===== config.mk =====
export PLATFORM = sky130hd
export DESIGN_NAME = sio_lane_ctrl
export DESIGN_NICKNAME = d
export VERILOG_FILES = /design/src/rtl/sio_lane_pkg.sv /design/src/rtl/sio_lane_rx.sv /design/src/rtl/sio_lane_tx.sv /design/src/rtl/sio_lane_width.sv /design/src/rtl/sio_lane_ctrl.sv
export SDC_FILE = /design/constraint.sdc
export NUM_CORES = 1
export LEC_CHECK = 0
export CORE_MARGIN = 4
export CORE_UTILIZATION = 40
export CTS_CLUSTER_DIAMETER = 150
export DETAILED_ROUTE_END_ITERATION = 10
export HOLD_SLACK_MARGIN = 0.12
export PLACE_DENSITY = 0.65
export SETUP_SLACK_MARGIN = 0.4
export SLEW_MARGIN = 30
export SYNTH_ARGS = -nofsm -noshare
export SYNTH_HDL_FRONTEND = slang
export SYNTH_HIERARCHICAL = 1
export SYNTH_SLANG_ARGS = --single-unit

===== constraint.sdc =====
create_clock -name clk -period 4.7 [get_ports clk]
set_clock_uncertainty 0.1 [all_clocks]
set_input_delay 0.47 -clock clk [delete_from_list [all_inputs] [get_ports clk]]
set_output_delay 0.47 -clock clk [all_outputs]
set_load 0.05 [all_outputs]

===== src/rtl/sio_lane_pkg.sv =====
package sio_lane_pkg;

    localparam int BYTE_W = 8;
    localparam int LANES  = 4;
    localparam int CNT_W  = $clog2(BYTE_W) + 1;

    typedef enum logic [1:0] {
        WID_X1 = 2'd0,
        WID_X2 = 2'd1,
        WID_X4 = 2'd2
    } wid_e;

    typedef enum logic [1:0] {
        TX_IDLE  = 2'd0,
        TX_DUMMY = 2'd1,
        TX_DATA  = 2'd2
    } txst_e;

    // Bits moved per SCK edge for a width
    function automatic logic [2:0] step_of(wid_e w);
        case (w)
            WID_X2:  return 3'd2;
            WID_X4:  return 3'd4;
            default: return 3'd1;
        endcase
    endfunction

    // Lanes driven during output for a width
    function automatic logic [LANES-1:0] oe_of(wid_e w);
        case (w)
            WID_X2:  return 4'b0011;
            WID_X4:  return 4'b1111;
            default: return 4'b0010;
        endcase
    endfunction

endpackage


===== src/rtl/sio_lane_rx.sv =====
module sio_lane_rx
    import sio_lane_pkg::*;
(
    input  logic              clk,
    input  logic              rst_n,
    input  logic              frame_clr,
    input  logic              rise,
    input  logic              enable,
    input  wid_e              wid,
    input  logic [LANES-1:0]  lane_in,
    output logic [BYTE_W-1:0] byte_o,
    output logic              valid_o,
    output logic              first_o
);

    typedef struct packed {
        logic [BYTE_W-1:0] sh;
        logic [CNT_W-1:0]  cnt;
        logic              first_pend;
        logic [BYTE_W-1:0] byte_r;
        logic              valid;
        logic              first;
    } rx_t;

    rx_t s_q, s_d;

    always_comb begin
        logic [BYTE_W-1:0] nxt;
        logic [CNT_W-1:0]  cnt_n;
        s_d       = s_q;
        s_d.valid = 1'b0;
        nxt       = s_q.sh;
        cnt_n     = s_q.cnt;
        if (frame_clr) begin
            s_d.sh         = '0;
            s_d.cnt        = '0;
            s_d.first_pend = 1'b1;
        end else if (rise && enable) begin
            case (wid)
                WID_X2:  nxt = {s_q.sh[BYTE_W-3:0], lane_in[1:0]};
                WID_X4:  nxt = {s_q.sh[BYTE_W-5:0], lane_in[3:0]};
                default: nxt = {s_q.sh[BYTE_W-2:0], lane_in[0]};
            endcase
            cnt_n  = s_q.cnt + CNT_W'(step_of(wid));
            s_d.sh = nxt;
            if (cnt_n >= CNT_W'(BYTE_W)) begin
                s_d.byte_r     = nxt;
                s_d.valid      = 1'b1;
                s_d.first      = s_q.first_pend;
                s_d.first_pend = 1'b0;
                s_d.cnt        = '0;
            end else begin
                s_d.cnt = cnt_n;
            end
        end
    end

    always_ff @(posedge clk or negedge rst_n) begin
        if (!rst_n) begin
            s_q            <= '0;
            s_q.first_pend <= 1'b1;
        end else begin
            s_q <= s_d;
        end
    end

    assign byte_o  = s_q.byte_r;
    assign valid_o = s_q.valid;
    assign first_o = s_q.first;


    cnt_range_chk: assert property (@(posedge clk) disable iff (!rst_n)
        s_q.cnt < CNT_W'(BYTE_W));


    byte_after_edge_chk: assert property (@(posedge clk) disable iff (!rst_n)
        valid_o |-> $past(rise && enable));

endmodule


===== src/rtl/sio_lane_tx.sv =====
module sio_lane_tx
    import sio_lane_pkg::*;
#(
    parameter int DUMMY_X2 = 4,
    parameter int DUMMY_X4 = 2
) (
    input  logic              clk,
    input  logic              rst_n,
    input  logic              frame_clr,
    input  logic              fall,
    input  logic              start,
    input  logic              dummy,
    input  wid_e              wid,
    input  logic [BYTE_W-1:0] tx_byte,
    output logic [LANES-1:0]  out_o,
    output logic [LANES-1:0]  oe_o,
    output logic              take_o,
    output logic              busy_o
);

    localparam int DMAX = (DUMMY_X2 > DUMMY_X4) ? DUMMY_X2 : DUMMY_X4;
    localparam int DC_W = $clog2(DMAX + 1) + 1;

    typedef struct packed {
        txst_e             st;
        logic [DC_W-1:0]   dcnt;
        logic [BYTE_W-1:0] sh;
        logic [CNT_W-1:0]  rem;
        logic [LANES-1:0]  out;
        logic [LANES-1:0]  oe;
        logic              take;
    } tx_t;

    tx_t s_q, s_d;

    always_comb begin
        logic [DC_W-1:0]   dn;
        logic [BYTE_W-1:0] cur;
        logic [CNT_W-1:0]  rem_base;
        s_d      = s_q;
        s_d.take = 1'b0;
        cur      = s_q.sh;
        rem_base = s_q.rem;
        case (wid)
            WID_X2:  dn = DC_W'(DUMMY_X2);
            WID_X4:  dn = DC_W'(DUMMY_X4);
            default: dn = '0;
        endcase
        if (frame_clr) begin
            s_d.st   = TX_IDLE;
            s_d.oe   = '0;
            s_d.out  = '0;
            s_d.rem  = '0;
            s_d.dcnt = '0;
        end else if (start) begin
            s_d.oe  = '0;
            s_d.rem = '0;
            if (dummy && dn != '0) begin
                s_d.st   = TX_DUMMY;
                s_d.dcnt = dn;
            end else begin
                s_d.st = TX_DATA;
            end
        end else if (fall) begin
            case (s_q.st)
                TX_DUMMY: begin
                    if (s_q.dcnt <= DC_W'(1)) begin
                        s_d.st   = TX_DATA;
                        s_d.dcnt = '0;
                    end else begin
                        s_d.dcnt = s_q.dcnt - DC_W'(1);
                    end
                end
                TX_DATA: begin
                    if (s_q.rem == '0) begin
                        cur      = tx_byte;
                        rem_base = CNT_W'(BYTE_W);
                        s_d.take = 1'b1;
                    end
                    case (wid)
                        WID_X2: begin
                            s_d.out = {2'b00, cur[BYTE_W-1:BYTE_W-2]};
                            s_d.sh  = cur << 2;
                        end
                        WID_X4: begin
                            s_d.out = cur[BYTE_W-1:BYTE_W-4];
                            s_d.sh  = cur << 4;
                        end
                        default: begin
                            s_d.out = {2'b00, cur[BYTE_W-1], 1'b0};
                            s_d.sh  = cur << 1;
                        end
                    endcase
                    s_d.rem = rem_base - CNT_W'(step_of(wid));
                    s_d.oe  = oe_of(wid);
                end
                default: ;
            endcase
        end
    end

    always_ff @(posedge clk or negedge rst_n) begin
        if (!rst_n) begin
            s_q    <= '0;
            s_q.st <= TX_IDLE;
        end else begin
            s_q <= s_d;
        end
    end

    assign out_o  = s_q.out;
    assign oe_o   = s_q.oe;
    assign take_o = s_q.take;
    assign busy_o = (s_q.st != TX_IDLE);


    dummy_quiet_chk: assert property (@(posedge clk) disable iff (!rst_n)
        (s_q.st == TX_DUMMY) |-> (oe_o == '0));


    take_on_fall_chk: assert property (@(posedge clk) disable iff (!rst_n)
        take_o |-> $past(fall));


    oe_legal_chk: assert property (@(posedge clk) disable iff (!rst_n)
        oe_o inside {4'b0000, 4'b0010, 4'b0011, 4'b1111});

endmodule


===== src/rtl/sio_lane_width.sv =====
module sio_lane_width
    import sio_lane_pkg::*;
#(
    parameter logic [BYTE_W-1:0] OP_X1 = 8'hFF,
    parameter logic [BYTE_W-1:0] OP_X2 = 8'h3B,
    parameter logic [BYTE_W-1:0] OP_X4 = 8'h38
) (
    input  logic              clk,
    input  logic              rst_n,
    input  logic              byte_valid,
    input  logic              byte_first,
    input  logic [BYTE_W-1:0] byte_in,
    output wid_e              wid_o
);

    typedef struct packed {
        wid_e wid;
    } wc_t;

    wc_t s_q, s_d;

    always_comb begin
        s_d = s_q;
        if (byte_valid && byte_first) begin
            if (s_q.wid == WID_X1) begin
                if (byte_in == OP_X2)      s_d.wid = WID_X2;
                else if (byte_in == OP_X4) s_d.wid = WID_X4;
            end else if (byte_in == OP_X1) begin
                s_d.wid = WID_X1;
            end
        end
    end

    always_ff @(posedge clk or negedge rst_n) begin
        if (!rst_n) s_q.wid <= WID_X1;
        else        s_q     <= s_d;
    end

    assign wid_o = s_q.wid;


    width_opcode_only_chk: assert property (@(posedge clk) disable iff (!rst_n)
        (s_q.wid != $past(s_q.wid)) |-> $past(byte_valid && byte_first));


    width_legal_chk: assert property (@(posedge clk) disable iff (!rst_n)
        s_q.wid != 2'd3);

endmodule


===== src/rtl/sio_lane_ctrl.sv =====
module sio_lane_ctrl
    import sio_lane_pkg::*;
#(
    parameter int          DUMMY_X2 = 4,
    parameter int          DUMMY_X4 = 2,
    parameter logic [7:0]  OP_X1    = 8'hFF,
    parameter logic [7:0]  OP_X2    = 8'h3B,
    parameter logic [7:0]  OP_X4    = 8'h38
) (
    input  logic       clk,
    input  logic       rst_n,
    input  logic       sck,
    input  logic       cs_n,
    input  logic [3:0] lane_in,
    output logic [3:0] lane_out,
    output logic [3:0] lane_oe,
    output logic [1:0] lane_mode,
    output logic [7:0] rx_byte,
    output logic       rx_valid,
    output logic       rx_first,
    input  logic       dout_start,
    input  logic       dout_dummy,
    input  logic [7:0] tx_byte,
    output logic       tx_take
);

    typedef struct packed {
        logic sck;
        logic hold;
    } edge_t;

    edge_t t_q, t_d;
    wid_e  wid;
    logic  rise, fall, active, tx_busy;
    logic [LANES-1:0] oe_raw;

    always_comb begin
        t_d     = t_q;
        t_d.sck = sck;
        if (cs_n) begin
            t_d.hold = 1'b0;
        end else if (!t_q.sck && !sck) begin
            t_d.hold = (wid != WID_X4) && !lane_in[3];
        end
    end

    always_ff @(posedge clk or negedge rst_n) begin
        if (!rst_n) t_q <= '0;
        else        t_q <= t_d;
    end

    assign active = !cs_n && !t_q.hold;
    assign rise   = active && sck && !t_q.sck;
    assign fall   = active && !sck && t_q.sck;

    sio_lane_width #(
        .OP_X1 (OP_X1),
        .OP_X2 (OP_X2),
        .OP_X4 (OP_X4)
    ) u_width (
        .clk        (clk),
        .rst_n      (rst_n),
        .byte_valid (rx_valid),
        .byte_first (rx_first),
        .byte_in    (rx_byte),
        .wid_o      (wid)
    );

    sio_lane_rx u_rx (
        .clk       (clk),
        .rst_n     (rst_n),
        .frame_clr (cs_n),
        .rise      (rise),
        .enable    (!tx_busy),
        .wid       (wid),
        .lane_in   (lane_in),
        .byte_o    (rx_byte),
        .valid_o   (rx_valid),
        .first_o   (rx_first)
    );

    sio_lane_tx #(
        .DUMMY_X2 (DUMMY_X2),
        .DUMMY_X4 (DUMMY_X4)
    ) u_tx (
        .clk       (clk),
        .rst_n     (rst_n),
        .frame_clr (cs_n),
        .fall      (fall),
        .start     (dout_start && !cs_n),
        .dummy     (dout_dummy),
        .wid       (wid),
        .tx_byte   (tx_byte),
        .out_o     (lane_out),
        .oe_o      (oe_raw),
        .take_o    (tx_take),
        .busy_o    (tx_busy)
    );

    assign lane_oe   = oe_raw & {LANES{~t_q.hold}};
    assign lane_mode = wid;


    deselect_release_chk: assert property (@(posedge clk) disable iff (!rst_n)
        cs_n |=> (lane_oe == '0));


    hold_stops_rx_chk: assert property (@(posedge clk) disable iff (!rst_n)
        t_q.hold |=> !rx_valid);


    quad_no_hold_chk: assert property (@(posedge clk) disable iff (!rst_n)
        (wid == WID_X4) |-> !t_q.hold);


    out_phase_no_rx_chk: assert property (@(posedge clk) disable iff (!rst_n)
        (tx_busy && !cs_n && $past(tx_busy)) |=> !rx_valid);

endmodule


==> summary.log <==
INFO  floorplan      fp-row-count=32
INFO  setup_path     start_to_end_type_of_the_worst_setup_path=in -> reg
INFO  yosys          synth.ff_latch_count=51
INFO  floorplan      io_pins=39
INFO  yosys          syn_area_per_cell=9.62squm
INFO  sta            fmax=335MHz
INFO  yosys          netlist_top_cells_count=dfrtp_1, nor2_1, nand2_1, inv_1, o21ai_0
INFO  global_routing grt-ovfl-total=0
INFO  route          topRoutingLayerUsed=met4
INFO  clock_network  clock_pin_transition_on_the_worst_setup_and_hold_timing_paths=90ps
INFO  route          route.final.wire_length=6540um
INFO  floorplan      die_height=96.5um
INFO  clock_network  ctsResizeCount=0
INFO  setup_path     cp-startpoint=cs_n
INFO  finish         layout.cell_area.non_filler=0.00353sqmm
INFO  clock_network  ctsRootBufferMaster=clkbuf_8
INFO  setup_path     timing.rr.start=u_width/wid_o[0]
INFO  pwr            switching_share_of_power=25.1%
INFO  pwr            powerDensity=222mW/mm^2
INFO  yosys          synthMostInstantiatedCell=dfrtp_1
INFO  finish         fin_cells=446
INFO  clock_network  hold_buffers=0
INFO  floorplan      start_util=40.8%
INFO  clock_network  cts.path.max_buffers=2
INFO  pwr            seqPwrFrac=59.1%
INFO  clock_network  clkLatencyLatePin=300ps
INFO  sta            hold_ws=180ps
INFO  setup_path     worst-endpoint-arrival=3130ps
INFO  pwr            peakVddDrop=0.122mV
INFO  route          final_antenna_net_count=0
INFO  setup_path     timing.critical_path.from_type=input pin
INFO  route          drt_drc_violations_left=0
INFO  setup_path     rr_worst_depth=8
INFO  yosys          syn_area=0.00314sqmm
INFO  sta            finalWorstPathRequiredPeriod=2990ps
INFO  yosys          syn-instance-count=326
INFO  pwr            clock_power_share=31.6%
INFO  pwr            combPwrFrac=9.3%
INFO  pwr            cellLeakagePower=1.60nW
INFO  hold_path      hold_class=in -> async
INFO  placement      hpwl=4820um
INFO  global_routing grt_pass1_vias=2,314
INFO  sta            worst_slew_pin_slew=905ps
INFO  sta            max-slew-margin-rel=39.2%
INFO  yosys          cell_variety_after_synth=56
INFO  placement      portBuffers=38
INFO  pwr            p_sw=0.197mW
INFO  setup_path     crit_fanout=14
INFO  setup_path     worst_ep_required_time=4840ps
INFO  yosys          synth_async_sr_flop_share=100%
INFO  global_routing antenna_violations_before_repair=0
INFO  clock_network  tritoncts=yes
INFO  global_routing grt_pass1_wl=10,900um
INFO  yosys          synth_flop_cell=dfrtp_1
INFO  yosys          synth_edf_count=0
INFO  global_routing largest_net_degree_at_the_start_of_global_routing=52
INFO  route          routedWlPerCell=14.7um
INFO  sta            setup_total_negative_slack=0ps
INFO  route          drt_pre_antenna_iters=4
INFO  sta            fin_crit_sh=63.5%
INFO  route          detailroute.via_count=2,388
INFO  clock_network  postCtsSetupBuffers=0
INFO  placement      post-place-cells=438
INFO  sta            report.final.hold_viol_count=0
INFO  setup_path     crit-reg2reg-capture=u_rx/byte_o[0]
INFO  yosys          synth_sequential_area_ratio=40.7%
INFO  route          avgViaCountPerCell=5.35
INFO  status         outcome=finished, final reports clean
INFO  pwr            power_report.internal_total=0.589mW
INFO  setup_path     crit_path_end_kind=register
INFO  setup_path     timing.critical_path.to=u_tx/out_o[1]
INFO  route          met2_length=3110um
INFO  clock_network  htree_levels=2
INFO  floorplan      dieWidth=96.5um
INFO  setup_path     r2r_slack=1850ps
INFO  placement      postPlaceCellArea=0.00345sqmm
INFO  placement      gp_routability_congestion=0.832
INFO  sta            setup_viol_count_final=0
INFO  floorplan      core_area=0.00769sqmm
INFO  sta            rsz_0062_raised_after_global_routing=no
INFO  finish         flow.area_growth_from_synthesis=12.7%
INFO  job            drv_cap=0
INFO  finish         fillCellCount=756
INFO  finish         antennaDiodeCount=0
INFO  clock_network  numClockSinks=51
INFO  route          met3RoutedLength=249um
INFO  route          drt_first_iter_violations=117
INFO  yosys          synth.area.top_cells=dfrtp_1, ha_1, buf_4, mux2i_1, nor2_1
INFO  route          met1Wirelength=3130um
INFO  yosys          yosysTopAreaCellShare=39.9%
INFO  clock_network  cts-buffers-inserted=5
INFO  yosys          yosys_warnings=6
INFO  sta            final-max-slew-violation-count=0
INFO  floorplan      die_area=0.00932sqmm
INFO  yosys          mappedNetlistNets=361
INFO  finish         finalNetCount=378
INFO  finish         drive_above_1_share=7.85%
INFO  global_routing grtUsageTotal=14.8%
INFO  yosys          yosysTopAreaCell=dfrtp_1
## state kept, by name, indices dropped and copies added, names as in the netlist
signal,count
u_tx/s_q,17
u_rx/s_q,12
u_rx/byte_o,8
u_tx/out_o,4
u_tx/oe_o,3
t_q,2
u_width/wid_o,2
u_rx/first_o,1
u_rx/valid_o,1
u_tx/take_o,1
## through the flow
| stage | power, mW | util, % | worst slack, ps |
|---|---|---|---|
| floorplan | 0.510 | - | 1940 |
| global placement | 0.546 | 44.9 | 1580 |
| detailed placement | 0.547 | 44.9 | 1440 |
| CTS | 0.797 | 46.0 | 1720 |
| global route | 0.826 | 46.0 | 1450 |
| finish | 0.786 | 46.0 | 1710 |
## cell type report
class / count / area (sq um) / area share [%]
repair buffers: 40 / 390 / 11.0
flip-flops and latches: 51 / 1280 / 36.1
multi-input cells: 223 / 1570 / 44.5
well taps: 102 / 128 / 3.61
clock inverters: 2 / 12.5 / 0.354
clock buffers: 6 / 72.6 / 2.05
inverters: 22 / 82.6 / 2.34
## placed cells by master, fill, tap and decap left out, drive strengths merged, types with 3 or more instances in the layout
master	instances
dfrtp	50
clkdlybuf4s50	37
nor2	29
nand2	28
inv	22
o21ai	21
a21oi	17
ha	15
mux2i	12
nor2b	11
a22oi	9
a22o	6
clkbuf	6
mux2	6
o31ai	5
a221oi	5
nor3	5
a21o	4
nand3	4
or4	4
nand3b	4
xnor2	3
or2	3
o2bb2ai	3
buf	3
## per-layer routing
| metal | track usage (%) | up-vias |
|---|---|---|
| met2 | 24.6 | 48 |
| li1 | - | 1168 |
| met4 | 2.92 | 0 |
| met3 | 3.10 | 5 |
| met5 | 0 | - |
| met1 | 20.1 | 1167 |
## worst max-delay path: stages
cell	delay, ps
clkdlybuf4s50_1	640
nor4b_1	740
and3b_1	470
nand2_1	330
o32ai_1	360
a21o_1	110
## worst min path at each step
| stage | to | slack [ps] | cells after the start |
|---|---|---|---|
| CTS | u_rx/s_q[13] | 200 | 2 |
| floorplan | t_q[0] | 70 | 0 |
| global route | u_tx/out_o[2] | 240 | 2 |
| global placement | u_rx/s_q[21] | 360 | 2 |
| finish | u_tx/s_q[20] | 180 | 2 |
| detailed placement | u_tx/out_o[0] | 370 | 1 |
## power groups by stage
| stage | Combinational [mW] | Sequential, mW | Clock [mW] |
|---|---|---|---|
| 6_report | 0.0732 | 0.464 | 0.248 |
| 4_1_cts | 0.0744 | 0.464 | 0.258 |
| 2_1_floorplan | 0.0400 | 0.470 | 0 |
| 3_3_place_gp | 0.0730 | 0.473 | 0 |
| 3_5_place_dp | 0.0740 | 0.473 | 0 |
| 5_1_grt | 0.0835 | 0.466 | 0.276 |
## kinds of logic after synthesis
logic type,share of synthesized area (%)
adder cells (fa/ha/maj),7.26
AND/OR/NAND/NOR,17.1
flip-flops,40.7
XOR/XNOR,0.838
multiplexers,6.34
AO/OA/AOI/OAI,18.6
buffers and inverters,9.14
Power figures use the tool's default switching activity.
